[src/rtl/xmem_pkg.sv]
package xmem_pkg;

    // Issue sources in priority order: lower value wins
    typedef enum logic [1:0] {
        SRC_WQ  = 2'd0,
        SRC_DMA = 2'd1,
        SRC_RDC = 2'd2,
        SRC_RDD = 2'd3
    } src_e;

    localparam int unsigned NUM_SRC = 4;

    // One in-flight slot toward memory
    typedef struct packed {
        logic busy;
        src_e owner;
        logic we;
    } slot_t;

endpackage

[src/rtl/xmem_arb.sv]
module xmem_arb #(
    parameter int unsigned N = 4
) (
    input  logic [N-1:0]         req,
    input  logic                 enable,
    output logic [N-1:0]         gnt,
    output logic                 any,
    output logic [$clog2(N)-1:0] idx
);
    localparam int unsigned IW = $clog2(N);

    // Index 0 has the highest priority
    for (genvar i = 0; i < N; i++) begin : g_gnt
        if (i == 0) begin : g_top
            assign gnt[i] = req[i] & enable;
        end else begin : g_rest
            assign gnt[i] = req[i] & enable & ~(|req[i-1:0]);
        end
    end

    assign any = |gnt;

    always_comb begin
        idx = '0;
        for (int k = N - 1; k >= 0; k--) begin
            if (req[k]) idx = IW'(k);
        end
    end

endmodule

[src/rtl/xmem_wq.sv]
module xmem_wq #(
    parameter int unsigned AW    = 16,
    parameter int unsigned DW    = 16,
    parameter int unsigned DEPTH = 4
) (
    input  logic          clk,
    input  logic          rst_n,
    input  logic          push,
    input  logic [AW-1:0] push_addr,
    input  logic [DW-1:0] push_data,
    input  logic          pop,
    output logic          full,
    output logic          empty,
    output logic [AW-1:0] head_addr,
    output logic [DW-1:0] head_data
);
    localparam int unsigned PW = (DEPTH > 1) ? $clog2(DEPTH) : 1;
    localparam int unsigned CW = $clog2(DEPTH + 1);
    localparam int unsigned EW = AW + DW;

    typedef struct packed {
        logic [DEPTH-1:0][EW-1:0] ent;
        logic [PW-1:0]            wp;
        logic [PW-1:0]            rp;
        logic [CW-1:0]            cnt;
    } wq_st_t;

    wq_st_t st_d, st_q;

    function automatic logic [PW-1:0] step_ptr(input logic [PW-1:0] p);
        return (p == PW'(DEPTH - 1)) ? '0 : p + PW'(1);
    endfunction

    assign full      = (st_q.cnt == CW'(DEPTH));
    assign empty     = (st_q.cnt == '0);
    assign head_addr = st_q.ent[st_q.rp][EW-1:DW];
    assign head_data = st_q.ent[st_q.rp][DW-1:0];

    always_comb begin
        logic do_push;
        logic do_pop;
        st_d    = st_q;
        do_push = push & ~full;
        do_pop  = pop & ~empty;
        if (do_push) begin
            st_d.ent[st_q.wp] = {push_addr, push_data};
            st_d.wp           = step_ptr(st_q.wp);
        end
        if (do_pop) begin
            st_d.rp = step_ptr(st_q.rp);
        end
        st_d.cnt = st_q.cnt + CW'(do_push) - CW'(do_pop);
    end

    always_ff @(posedge clk) begin
        if (!rst_n) st_q <= '0;
        else        st_q <= st_d;
    end

endmodule

[src/rtl/xmem_slots.sv]
module xmem_slots
    import xmem_pkg::*;
#(
    parameter int unsigned NSLOT = 2,
    localparam int unsigned CW   = $clog2(NSLOT + 1)
) (
    input  logic          clk,
    input  logic          rst_n,
    input  logic          abort,
    input  logic          issue,
    input  src_e          issue_owner,
    input  logic          issue_we,
    input  logic          rdy,
    output logic          can_issue,
    output logic          retire,
    output slot_t         head,
    output logic [CW-1:0] pend
);
    localparam int unsigned PW = (NSLOT > 1) ? $clog2(NSLOT) : 1;

    typedef struct packed {
        slot_t [NSLOT-1:0] s;
        logic [PW-1:0]     wp;
        logic [PW-1:0]     rp;
        logic [CW-1:0]     cnt;
    } sl_st_t;

    sl_st_t st_d, st_q;

    function automatic logic [PW-1:0] step_ptr(input logic [PW-1:0] p);
        return (p == PW'(NSLOT - 1)) ? '0 : p + PW'(1);
    endfunction

    assign head      = st_q.s[st_q.rp];
    assign pend      = st_q.cnt;
    assign can_issue = (st_q.cnt < CW'(NSLOT));
    // A ready retires the oldest slot only when it is occupied
    assign retire    = rdy & head.busy & ~abort;

    always_comb begin
        logic do_issue;
        st_d     = st_q;
        do_issue = issue & can_issue & ~abort;
        if (abort) begin
            st_d = '0;
        end else begin
            for (int i = 0; i < NSLOT; i++) begin
                if (retire && st_q.rp == PW'(i)) begin
                    st_d.s[i] = '0;
                end
                if (do_issue && st_q.wp == PW'(i)) begin
                    st_d.s[i].busy  = 1'b1;
                    st_d.s[i].owner = issue_owner;
                    st_d.s[i].we    = issue_we;
                end
            end
            if (do_issue) st_d.wp = step_ptr(st_q.wp);
            if (retire)   st_d.rp = step_ptr(st_q.rp);
            st_d.cnt = st_q.cnt + CW'(do_issue) - CW'(retire);
        end
    end

    always_ff @(posedge clk) begin
        if (!rst_n) st_q <= '0;
        else        st_q <= st_d;
    end

endmodule

[src/rtl/xmem_req_ctrl.sv]
module xmem_req_ctrl
    import xmem_pkg::*;
#(
    parameter int unsigned AW       = 16,
    parameter int unsigned DW       = 16,
    parameter int unsigned WQ_DEPTH = 4,
    parameter int unsigned NSLOT    = 2
) (
    input  logic          clk,
    input  logic          rst_n,
    input  logic          abort_i,
    output logic          issue_ok_o,
    output logic          mem_cancel_o,
    input  logic          rdc_req_i,
    input  logic [AW-1:0] rdc_addr_i,
    output logic          rdc_gnt_o,
    output logic          rdc_done_o,
    input  logic          rdd_req_i,
    input  logic [AW-1:0] rdd_addr_i,
    output logic          rdd_gnt_o,
    output logic          rdd_done_o,
    output logic [DW-1:0] rd_data_o,
    input  logic          wre_req_i,
    input  logic [AW-1:0] wre_addr_i,
    input  logic [DW-1:0] wre_data_i,
    output logic          wre_ack_o,
    input  logic          wrf_req_i,
    input  logic [AW-1:0] wrf_addr_i,
    input  logic [DW-1:0] wrf_data_i,
    output logic          wrf_ack_o,
    input  logic          dma_req_i,
    input  logic          dma_we_i,
    input  logic [AW-1:0] dma_addr_i,
    input  logic [DW-1:0] dma_data_i,
    output logic          dma_gnt_o,
    output logic          dma_done_o,
    output logic          mem_req_o,
    output logic          mem_we_o,
    output logic [AW-1:0] mem_addr_o,
    output logic [DW-1:0] mem_wdata_o,
    input  logic          mem_rdy_i,
    input  logic [DW-1:0] mem_rdata_i
);
    localparam int unsigned CW = $clog2(NSLOT + 1);
    localparam int unsigned IW = $clog2(NUM_SRC);

    logic                wq_full, wq_empty, wq_push;
    logic [AW-1:0]       wq_addr, wq_push_addr;
    logic [DW-1:0]       wq_data, wq_push_data;
    logic [NUM_SRC-1:0]  src_req, src_gnt, done_vec;
    logic                any_gnt, can_issue, retire;
    logic [IW-1:0]       win_idx;
    slot_t               head;
    logic [CW-1:0]       pend_cnt;

    // Posted writes: E takes the queue entry before F
    assign wre_ack_o    = wre_req_i & ~wq_full;
    assign wrf_ack_o    = wrf_req_i & ~wre_req_i & ~wq_full;
    assign wq_push      = wre_ack_o | wrf_ack_o;
    assign wq_push_addr = wre_req_i ? wre_addr_i : wrf_addr_i;
    assign wq_push_data = wre_req_i ? wre_data_i : wrf_data_i;

    xmem_wq #(
        .AW    (AW),
        .DW    (DW),
        .DEPTH (WQ_DEPTH)
    ) u_wq (
        .clk       (clk),
        .rst_n     (rst_n),
        .push      (wq_push),
        .push_addr (wq_push_addr),
        .push_data (wq_push_data),
        .pop       (src_gnt[SRC_WQ]),
        .full      (wq_full),
        .empty     (wq_empty),
        .head_addr (wq_addr),
        .head_data (wq_data)
    );

    always_comb begin
        src_req          = '0;
        src_req[SRC_WQ]  = ~wq_empty;
        src_req[SRC_DMA] = dma_req_i;
        src_req[SRC_RDC] = rdc_req_i;
        src_req[SRC_RDD] = rdd_req_i;
    end

    xmem_arb #(
        .N (NUM_SRC)
    ) u_arb (
        .req    (src_req),
        .enable (can_issue & ~abort_i),
        .gnt    (src_gnt),
        .any    (any_gnt),
        .idx    (win_idx)
    );

    xmem_slots #(
        .NSLOT (NSLOT)
    ) u_slots (
        .clk         (clk),
        .rst_n       (rst_n),
        .abort       (abort_i),
        .issue       (any_gnt),
        .issue_owner (src_e'(win_idx)),
        .issue_we    (mem_we_o),
        .rdy         (mem_rdy_i),
        .can_issue   (can_issue),
        .retire      (retire),
        .head        (head),
        .pend        (pend_cnt)
    );

    // Memory-side request mux
    always_comb begin
        mem_req_o   = any_gnt;
        mem_we_o    = 1'b0;
        mem_addr_o  = '0;
        mem_wdata_o = '0;
        unique case (src_e'(win_idx))
            SRC_WQ: begin
                mem_we_o    = 1'b1;
                mem_addr_o  = wq_addr;
                mem_wdata_o = wq_data;
            end
            SRC_DMA: begin
                mem_we_o    = dma_we_i;
                mem_addr_o  = dma_addr_i;
                mem_wdata_o = dma_data_i;
            end
            SRC_RDC: mem_addr_o = rdc_addr_i;
            SRC_RDD: mem_addr_o = rdd_addr_i;
            default: ;
        endcase
    end

    assign issue_ok_o   = can_issue;
    assign mem_cancel_o = abort_i & (pend_cnt != '0);

    // Completion routing to the owner of the oldest slot
    for (genvar k = 0; k < NUM_SRC; k++) begin : g_done
        if (k == SRC_WQ) begin : g_posted
            assign done_vec[k] = 1'b0;
        end else begin : g_owned
            assign done_vec[k] = retire & (head.owner == src_e'(k));
        end
    end

    assign dma_done_o = done_vec[SRC_DMA];
    assign rdc_done_o = done_vec[SRC_RDC];
    assign rdd_done_o = done_vec[SRC_RDD];
    assign rd_data_o  = mem_rdata_i;

    assign dma_gnt_o  = src_gnt[SRC_DMA];
    assign rdc_gnt_o  = src_gnt[SRC_RDC];
    assign rdd_gnt_o  = src_gnt[SRC_RDD];

endmodule

[config.mk]
export PLATFORM = sky130hd
export DESIGN_NAME = xmem_req_ctrl
export DESIGN_NICKNAME = d
export VERILOG_FILES = /design/src/rtl/xmem_pkg.sv /design/src/rtl/xmem_arb.sv /design/src/rtl/xmem_wq.sv /design/src/rtl/xmem_slots.sv /design/src/rtl/xmem_req_ctrl.sv
export SDC_FILE = /design/constraint.sdc
export NUM_CORES = 1
export LEC_CHECK = 0
export CAP_MARGIN = 20
export CORE_MARGIN = 2
export CORE_UTILIZATION = 50
export DETAILED_ROUTE_END_ITERATION = 8
export DONT_BUFFER_PORTS = 1
export PLACE_DENSITY = 0.68
export SETUP_SLACK_MARGIN = 0.2
export SLEW_MARGIN = 20
export SYNTH_ARGS = -nofsm -noshare
export SYNTH_HDL_FRONTEND = slang
export SYNTH_HIERARCHICAL = 1
export SYNTH_SLANG_ARGS = --single-unit
[constraint.sdc]
create_clock -name clk -period 5.88 [get_ports clk]
set_input_delay 1.176 -clock clk [delete_from_list [all_inputs] [get_ports clk]]
set_output_delay 1.176 -clock clk [all_outputs]
set_load 0.005 [all_outputs]
==> flow_summary_export.csv, run 1 <==
group,metric,value,unit
setup_path,critical_path.top_delay_family,"multiplexers",
floorplanning,ios,214,
grt,first_global_vias,5264,
setup_path,slowest_delay,610,ps
clock_network,cts-root-buf,"clkbuf_16",
timing,finalSetupTns,0,ps
clock_network,cts-hold-fix-buffers,0,
timing,fin_worst_skew,8.021,ps
placement,globalplace.congestion,0.7779,
clock_network,cts_sinks,145,
placement,io_buffers,0,
setup_path,cp_max_fo,20,
timing,setup_violations,0,
worst_hold_path,holdPathEnd,"u_wq/st_q[46]$_SDFFE_PN0P_",
setup_path,reg2reg_depth,13,
clock_network,htree_levels,4,
setup_path,cp-end-kind,"primary output",
timing,clock.fmax,249.3,MHz
final_layout,syn2layout_area_growth,3.559,%
power_and_ir_drop,powerDensity,428.4,nW/µm²
setup_path,ff2ff_setup_slack,2940,ps
routing,dr.pass1.iters,6,
clock_network,clkLatencyLatePin,410,ps
grt,grt_max_degree,174,
setup_path,cp.arrival,2830,ps
setup_path,path_buf_inv,1,
placement,dp_hpwl,11180,µm
grt,antenna_found_initial,0,
power_and_ir_drop,leakagePower,2.977,nW
setup_path,crit_path_cell_trace,"nand2b_4, a21oi_4, buf_12, mux4_1",
power_and_ir_drop,irDropWorstVdd,254.0,µV
worst_hold_path,hold_path.class,"flip-flop to flip-flop",
clock_network,clk_pin_slew,60,ps
timing,finalHoldViolCount,0,
routing,drtIter0Drc,217,
routing,routed_via_density,5.650,
final_layout,post-route-util,0.5321,
timing,finalCriticalPeriod,4011,ps
clock_network,numCtsBuffers,17,
floorplanning,die_w,129.2,µm
clock_network,cts.repair.resized,0,
setup_path,worst-endpoint-required,4700,ps
routing,num_vias,5068,
routing,drtAntennaViolNets,0,
worst_hold_path,hold-path-cell-count,2,
timing,period_share,0.6821,
clock_network,cts_tree,"yes",
clock_network,clockBufferDepth,2,
timing,drv_slew,0,
job,max_cap_violations,0,
grt,grt.total_usage,0.2052,
grt,grt_pass1_wl,26520,µm
routing,drc_errors,0,
routing,wl_per_cell,18.95,µm
floorplanning,core-area,15260,µm²
floorplanning,die_h,129.2,µm
floorplanning,fp-row-count,45,
timing,rsz0062_at_grt,"no",
status,outcome,"finished, final reports clean",
grt,gr-total-overflow,0,
synthesis,synth_nets,890,
final_layout,final_nets,839,
timing,tightest_slew,760.7,ps
final_layout,n_fill_cell,1285,
final_layout,drive_gt1_frac,0.1895,
setup_path,worstSetupPathType,"input port to primary output",
synthesis,avgSynthCellArea,10.80,µm²
floorplanning,die-area,16700,µm²
setup_path,cp-start-kind,"input port",
final_layout,multiInputGateArea,4278,µm²
routing,wl,17000,µm
clock_network,post_cts_buffers,0,
setup_path,reg2reg_to,"u_wq/st_q[2]$_SDFF_PN0_",
synthesis,yosys_warnings,6,
setup_path,regToRegStartpoint,"u_wq/st_q[1]$_SDFF_PN0_",
final_layout,diodes,0,
synthesis,syn_inst,726,
setup_path,crit_slowest_cell,"mux4_1",
floorplanning,start_util,0.5138,
worst_hold_path,min_from,"u_wq/st_q[46]$_SDFFE_PN0P_",
final_layout,area.sequential,2905,µm²
synthesis,syn_area,7840,µm²
timing,slew_headroom,0.4886,
==> report_power, final <==
group | leakage, nW | internal (mW) | switching, mW | total (mW)
sequential | 1.18 | 1.19 | 0.129 | 1.32
combinational | 1.52 | 0.575 | 0.572 | 1.15
clock | 0.281 | 0.630 | 0.385 | 1.01
==> how the worst max path moves through the flow <==
stage	depth (start not counted)	from	slack, ps	end
finish	4	rdc_req_i	1870	mem_addr_o[0]
global route	4	rdc_req_i	1800	mem_addr_o[2]
floorplan	5	rdc_req_i	2370	mem_addr_o[10]
detailed placement	4	rdc_req_i	1850	mem_addr_o[2]
CTS	4	rdc_req_i	1840	mem_addr_o[0]
global placement	4	rdc_req_i	1880	mem_addr_o[0]
==> registers in the layout, indices dropped and copies added, names as in the netlist <==
signal	cells
u_slots/pend	2
u_wq/st_q	135
u_slots/st_q	8
==> stage by stage <==
stage / cells / hold WS, ps / total power [mW] / setup slack (ps) / cell area [µm²]
after global placement: 866 / 438.7 / 2.438 / 1881 / 7531
after floorplan: 726 / 431.5 / 2.415 / 2371 / 7840
final: 897 / 453.5 / 3.478 / 1869 / 8119
after global routing: 897 / 473.7 / 3.653 / 1803 / 8119
after CTS: 896 / 453.8 / 3.508 / 1842 / 8088
after detailed placement: 866 / 446.0 / 2.497 / 1848 / 7531
==> cell type report <==
type                    count  area share
multi-input cells         493      0.5269
well taps                 211     0.03252
flip-flops and latches    145      0.3578
repair buffers              6    0.008630
inverters                  12    0.005548
clock inverters             6    0.006781
clock buffers              24     0.06180
==> placed cells by master (no fill, tap or decap), types with 5 or more instances in the layout <==
| cell type | n |
|---|---|
| nor2_1 | 27 |
| mux2_2 | 34 |
| clkbuf_8 | 5 |
| dfxtp_1 | 143 |
| inv_1 | 12 |
| mux2i_1 | 144 |
| clkbuf_16 | 17 |
| clkinv_2 | 5 |
| ha_1 | 9 |
| nand2_1 | 173 |
| mux4_2 | 44 |
==> worst register-to-register path: stages (launching register included) <==
cell     delay [ps]
dfxtp_1         440
or3b_1          310
inv_1           120
nor2_1          360
and2_2          250
inv_1            40
ha_1            260
inv_1            50
ha_1            120
inv_1            50
fa_1            410
xnor2_1         150
xnor2_1         120
and2_1          150
==> layer usage <==
layer  global-route usage  vias up  wire, µm
li1                     -     2408         -
met1               0.2570     2516      7398
met5                    0        -         0
met3              0.03551       26       558
met2               0.3502      118      8764
met4              0.08760        0       280
Power figures use the tool's default switching activity.
==> run 2: changes to the inputs <==
==> constraint.sdc (replaced) <==
create_clock -name clk -period 3.76 [get_ports clk]
set_input_delay 0.752 -clock clk [delete_from_list [all_inputs] [get_ports clk]]
set_output_delay 0.752 -clock clk [all_outputs]
set_load 0.005 [all_outputs]
==> flow_summary_export.csv, run 2 (synthesis results as in run 1) <==
group,metric,value,unit
final_layout,diodes,0,
setup_path,worstSetupPathType,"flip-flop to primary output",
setup_path,reg2reg_to,"u_wq/st_q[2]$_SDFF_PN0_",
power_and_ir_drop,leakagePower,3.022,nW
final_layout,syn2layout_area_growth,4.341,%
grt,first_global_vias,5141,
routing,dr.pass1.iters,4,
grt,antenna_found_initial,0,
clock_network,cts-hold-fix-buffers,0,
timing,drv_slew,0,
worst_hold_path,holdPathEnd,"u_wq/st_q[61]$_SDFFE_PN0P_",
final_layout,largest_reg_flops,135,
setup_path,cp-start-kind,"flip-flop",
timing,clock.fmax,321.7,MHz
power_and_ir_drop,powerDensity,675.3,nW/µm²
status,outcome,"finished, final reports clean",
setup_path,slowest_delay,610,ps
clock_network,cts-root-buf,"clkbuf_16",
placement,placed_cell_area,7591,µm²
setup_path,reg2reg_depth,13,
routing,wl,16900,µm
clock_network,cts.repair.resized,0,
timing,fin_worst_skew,5.604,ps
timing,finalSetupTns,0,ps
clock_network,cts_tree,"yes",
floorplanning,core-area,15260,µm²
timing,slew_headroom,0.4574,
clock_network,clockBufferDepth,2,
setup_path,cp_max_fo,13,
grt,gr-total-overflow,0,
final_layout,mostFrequentLayoutCells,"173 x nand2_1, 144 x mux2i_1, 143 x dfxtp_1",
routing,drtAntennaViolNets,0,
grt,grt.total_usage,0.2037,
routing,drc_errors,0,
floorplanning,start_util,0.5138,
final_layout,drive_gt1_frac,0.2017,
floorplanning,die_h,129.2,µm
routing,drtIter0Drc,286,
setup_path,crit_slowest_cell,"dfxtp_2",
timing,finalCriticalPeriod,3109,ps
final_layout,final_nets,846,
clock_network,clk_pin_slew,60,ps
timing,tightest_slew,813.8,ps
final_layout,final_common_cell,"nand2_1",
placement,dp_hpwl,11260,µm
routing,wl_per_cell,18.67,µm
placement,io_buffers,0,
floorplanning,ios,214,
final_layout,layout.cells.non_filler,905,
worst_hold_path,min_from,"u_wq/st_q[61]$_SDFFE_PN0P_",
setup_path,cp.arrival,2360,ps
setup_path,critical_path.top_delay_family,"multiplexers",
routing,routed_via_density,5.615,
floorplanning,fp-row-count,45,
clock_network,post_cts_buffers,0,
floorplanning,die-area,16700,µm²
placement,dpl.cell_count,874,
clock_network,clkLatencyLatePin,410,ps
power_and_ir_drop,irDropWorstVdd,376.3,µV
floorplanning,die_w,129.2,µm
timing,period_share,0.8267,
grt,grt_pass1_wl,26120,µm
setup_path,worst-endpoint-required,3010,ps
setup_path,crit_path_cell_trace,"buf_4, mux4_2, mux4_1",
setup_path,cp-end-kind,"primary output",
setup_path,regToRegStartpoint,"u_wq/st_q[1]$_SDFF_PN0_",
clock_network,numCtsBuffers,17,
grt,grt_max_degree,174,
setup_path,ff2ff_setup_slack,950,ps
job,max_cap_violations,0,
routing,num_vias,5082,
clock_network,htree_levels,4,
worst_hold_path,hold-path-cell-count,2,
final_layout,regMostFlops,"u_wq/st_q",
clock_network,cts_sinks,145,
final_layout,design_area,8180,µm²
timing,setup_violations,0,
placement,globalplace.congestion,0.7464,
timing,finalHoldViolCount,0,
setup_path,path_buf_inv,1,
worst_hold_path,hold_path.class,"flip-flop to flip-flop",
timing,rsz0062_at_grt,"no",
==> run 2: cell count changes in the layout (fill, tap and decap cells not counted) <==
cell and delta:
bufinv_16 +1, buf_12 -1, clkbuf_1 -2, clkbuf_8 -1, clkinvlp_4 +2, clkinv_4 +1
and3_4 -3, and3_2 +3, buf_4 +8
==> run 2: cell type report <==
cell class | count | area [µm²]
Timing Repair Buffer | 13 | 110.1
Clock inverter | 10 | 108.9
Tap cell | 211 | 264.0
Clock buffer | 21 | 480.5
Fill cell | 1290 | 7078
Multi-Input combinational cell | 493 | 4267
Inverter | 12 | 45.04
Sequential cell | 145 | 2905
==> run 2: worst max path at each step <==
| stage | from | end | slack (ps) | depth (start not counted) |
|---|---|---|---|---|
| CTS | u_wq/st_q[4]$_SDFFE_PN0P_ | mem_addr_o[0] | 610 | 3 |
| floorplan | wre_req_i | u_wq/st_q[2]$_SDFF_PN0_ | 780 | 14 |
| global route | u_wq/st_q[4]$_SDFFE_PN0P_ | mem_addr_o[0] | 530 | 3 |
| detailed placement | abort_i | u_slots/pend[1]$_SDFF_PP0_ | 800 | 9 |
| finish | u_wq/st_q[4]$_SDFFE_PN0P_ | mem_addr_o[0] | 650 | 3 |
| global placement | abort_i | u_slots/pend[1]$_SDFF_PP0_ | 870 | 9 |
==> run 2: stage by stage <==
step	util	hold slack (ps)	setup slack, ps	power [mW]
after CTS	0.5361	453.7	609.7	5.569
final	0.5361	453.5	651.5	5.524
after global placement	0.4975	438.9	866.4	3.842
after floorplan	-	431.5	779.7	3.776
after detailed placement	0.4975	445.7	802.1	3.916
after global routing	0.5361	467.4	526.8	5.809
==> run 2: worst reg2reg max path, stage by stage, from the launching register on <==
cell	delay, ps
dfxtp_1	430
or3b_1	260
inv_1	100
nor2_1	320
and2_2	240
inv_1	40
ha_1	260
inv_1	50
ha_1	130
inv_1	50
fa_1	400
xnor2_1	150
xnor2_1	120
and2_1	160
==> run 2: power by group <==
group	total [mW]	internal [mW]	switching [mW]	leakage, nW
clock	1.65	1.04	0.617	0.290
combinational	1.81	0.913	0.896	1.55
sequential	2.06	1.86	0.205	1.18
==> run 2: per-layer routing <==
layer	up-vias	part of all wire	track usage
met5	-	0	0
met1	2519	0.44	0.2621
met4	0	0.012	0.07097
li1	2422	-	-
met3	23	0.034	0.04046
met2	118	0.51	0.3433
==> run 3: changes to the inputs <==
==> constraint.sdc (replaced) <==
create_clock -name clk -period 3.2 [get_ports clk]
set_input_delay 0.64 -clock clk [delete_from_list [all_inputs] [get_ports clk]]
set_output_delay 0.64 -clock clk [all_outputs]
set_load 0.005 [all_outputs]
==> flow_summary_export.csv, run 3 (synthesis results as in run 1) <==
group,metric,value,unit
status,outcome,"finished, final reports clean",
worst_hold_path,hold-path-cell-count,2,
floorplanning,core-area,15260,µm²
placement,dpl.cell_count,873,
final_layout,drive_gt1_frac,0.2000,
clock_network,numCtsBuffers,17,
setup_path,ff2ff_setup_slack,490,ps
worst_hold_path,holdPathEnd,"u_wq/st_q[31]$_SDFFE_PN0P_",
timing,finalCriticalPeriod,2888,ps
routing,wl_per_cell,19.28,µm
setup_path,startpoint,"u_wq/st_q[4]$_SDFFE_PN0P_",
clock_network,cts-root-buf,"clkbuf_16",
setup_path,crit_path_cell_trace,"buf_4, mux4_2, mux4_1",
setup_path,reg2reg_to,"u_wq/st_q[2]$_SDFF_PN0_",
timing,drv_slew,0,
final_layout,syn2layout_area_growth,4.963,%
routing,dr.pass1.iters,4,
grt,antenna_found_initial,0,
timing,period_share,0.9025,
routing,routed-wl-met3,599,µm
setup_path,cp_max_fo,14,
power_and_ir_drop,power.total,6.525,mW
clock_network,clk_pin_slew,60,ps
setup_path,cp-end-kind,"primary output",
routing,num_vias,5124,
routing,drtAntennaViolNets,0,
grt,gr-total-overflow,0,
final_layout,final_nets,847,
placement,dpl_worst_slack,441.8,ps
floorplanning,start_util,0.5138,
setup_path,crit_slowest_cell,"mux4_2",
routing,wl,17470,µm
setup_path,worstSetupPathType,"flip-flop to primary output",
setup_path,slowest_delay,550,ps
routing,drc_errors,0,
floorplanning,die_h,129.2,µm
placement,io_buffers,0,
grt,grt_max_degree,174,
timing,tightest_slew,701.6,ps
final_layout,mostFrequentLayoutCells,"173 x nand2_1, 144 x mux2i_1, 143 x dfxtp_1",
floorplanning,fp-row-count,45,
final_layout,n_fill_cell,1332,
setup_path,reg2reg_depth,13,
power_and_ir_drop,leakagePower,3.039,nW
timing,finalSetupTns,0,ps
final_layout,diodes,0,
final_layout,largest_reg_flops,135,
setup_path,cp.arrival,2250,ps
timing,setup_slack,311.9,ps
placement,globalplace.congestion,0.7496,
clock_network,cts_tree,"yes",
setup_path,path_buf_inv,1,
power_and_ir_drop,irDropWorstVdd,478.8,µV
routing,wl_met2,8880,µm
timing,slew_headroom,0.5283,
routing,routed_via_density,5.656,
placement,dp_hpwl,11270,µm
grt,grt.total_usage,0.2071,
floorplanning,ios,214,
routing,wl_met1,7645,µm
setup_path,cp-start-kind,"flip-flop",
floorplanning,die-area,16700,µm²
final_layout,final_common_cell,"nand2_1",
timing,rsz0062_at_grt,"yes",
clock_network,htree_levels,4,
setup_path,worst-endpoint-required,2560,ps
final_layout,layout.cells.non_filler,906,
timing,setup_violations,0,
grt,grt_pass1_wl,26610,µm
timing,clock.fmax,346.2,MHz
routing,highest_layer,"met4",
routing,drtIter0Drc,374,
job,max_cap_violations,0,
timing,finalHoldViolCount,0,
setup_path,critical_path.top_delay_family,"multiplexers",
worst_hold_path,hold_path.class,"input port to flip-flop",
floorplanning,die_w,129.2,µm
worst_hold_path,min_from,"rst_n",
clock_network,cts_sinks,145,
setup_path,regToRegStartpoint,"u_wq/st_q[1]$_SDFF_PN0_",
clock_network,clkLatencyLatePin,420,ps
final_layout,regMostFlops,"u_wq/st_q",
grt,first_global_vias,5107,
power_and_ir_drop,powerDensity,792.9,nW/µm²
clock_network,clockBufferDepth,2,
timing,fin_worst_skew,8.371,ps
==> run 3: cell count changes in the layout (fill, tap and decap cells not counted), moves of 2 or more <==
cell,delta
clkbuf_1,+3
buf_4,-4
clkbuf_8,+2
clkinvlp_4,-2
buf_12,+3
==> run 3: worst max-delay path by stage <==
stage / to / slack [ps] / cells after the start
final: mem_addr_o[1] / 310 / 3
after global routing: mem_addr_o[0] / 190 / 5
after CTS: mem_addr_o[1] / 250 / 3
after detailed placement: u_wq/st_q[2]$_SDFF_PN0_ / 440 / 13
after global placement: u_wq/st_q[2]$_SDFF_PN0_ / 570 / 13
after floorplan: u_wq/st_q[2]$_SDFF_PN0_ / 330 / 14
==> run 3: final cells by class <==
class	count	area, µm²	area share
inverters	12	45.04	0.005474
flip-flops and latches	145	2905	0.3530
repair buffers	14	176.4	0.02144
multi-input cells	493	4269	0.5188
well taps	211	264.0	0.03208
clock inverters	5	50.05	0.006082
clock buffers	26	519.2	0.06310
==> run 3: where the power goes <==
part / total [mW] / switching, mW / leakage [nW] / internal [mW]
Clock: 1.89 / 0.707 / 0.286 / 1.18
Combinational: 2.25 / 1.13 / 1.57 / 1.12
Sequential: 2.38 / 0.200 / 1.18 / 2.18
Total: 6.52 / 2.04 / 3.04 / 4.48
==> run 3: stage by stage <==
stage,util,area (µm²),hold slack [ps]
floorplan,-,7840,431.5
global placement,0.4995,7621,438.7
detailed placement,0.4995,7621,443.7
CTS,0.5368,8190,351.8
global route,0.5393,8229,401.1
finish,0.5393,8229,403.0
==> run 3: what timing repair did <==
action	CTS	global route
hold buffers	0	0
setup endpoints to repair	0	17
buffers inserted	0	1
gates resized for setup	0	2
==> run 3: routing by layer <==
metal / track usage / up-vias
li1: - / 2427
met1: 0.2619 / 2538
met2: 0.3517 / 125
met3: 0.03840 / 34
met4: 0.08184 / 0
met5: 0 / -
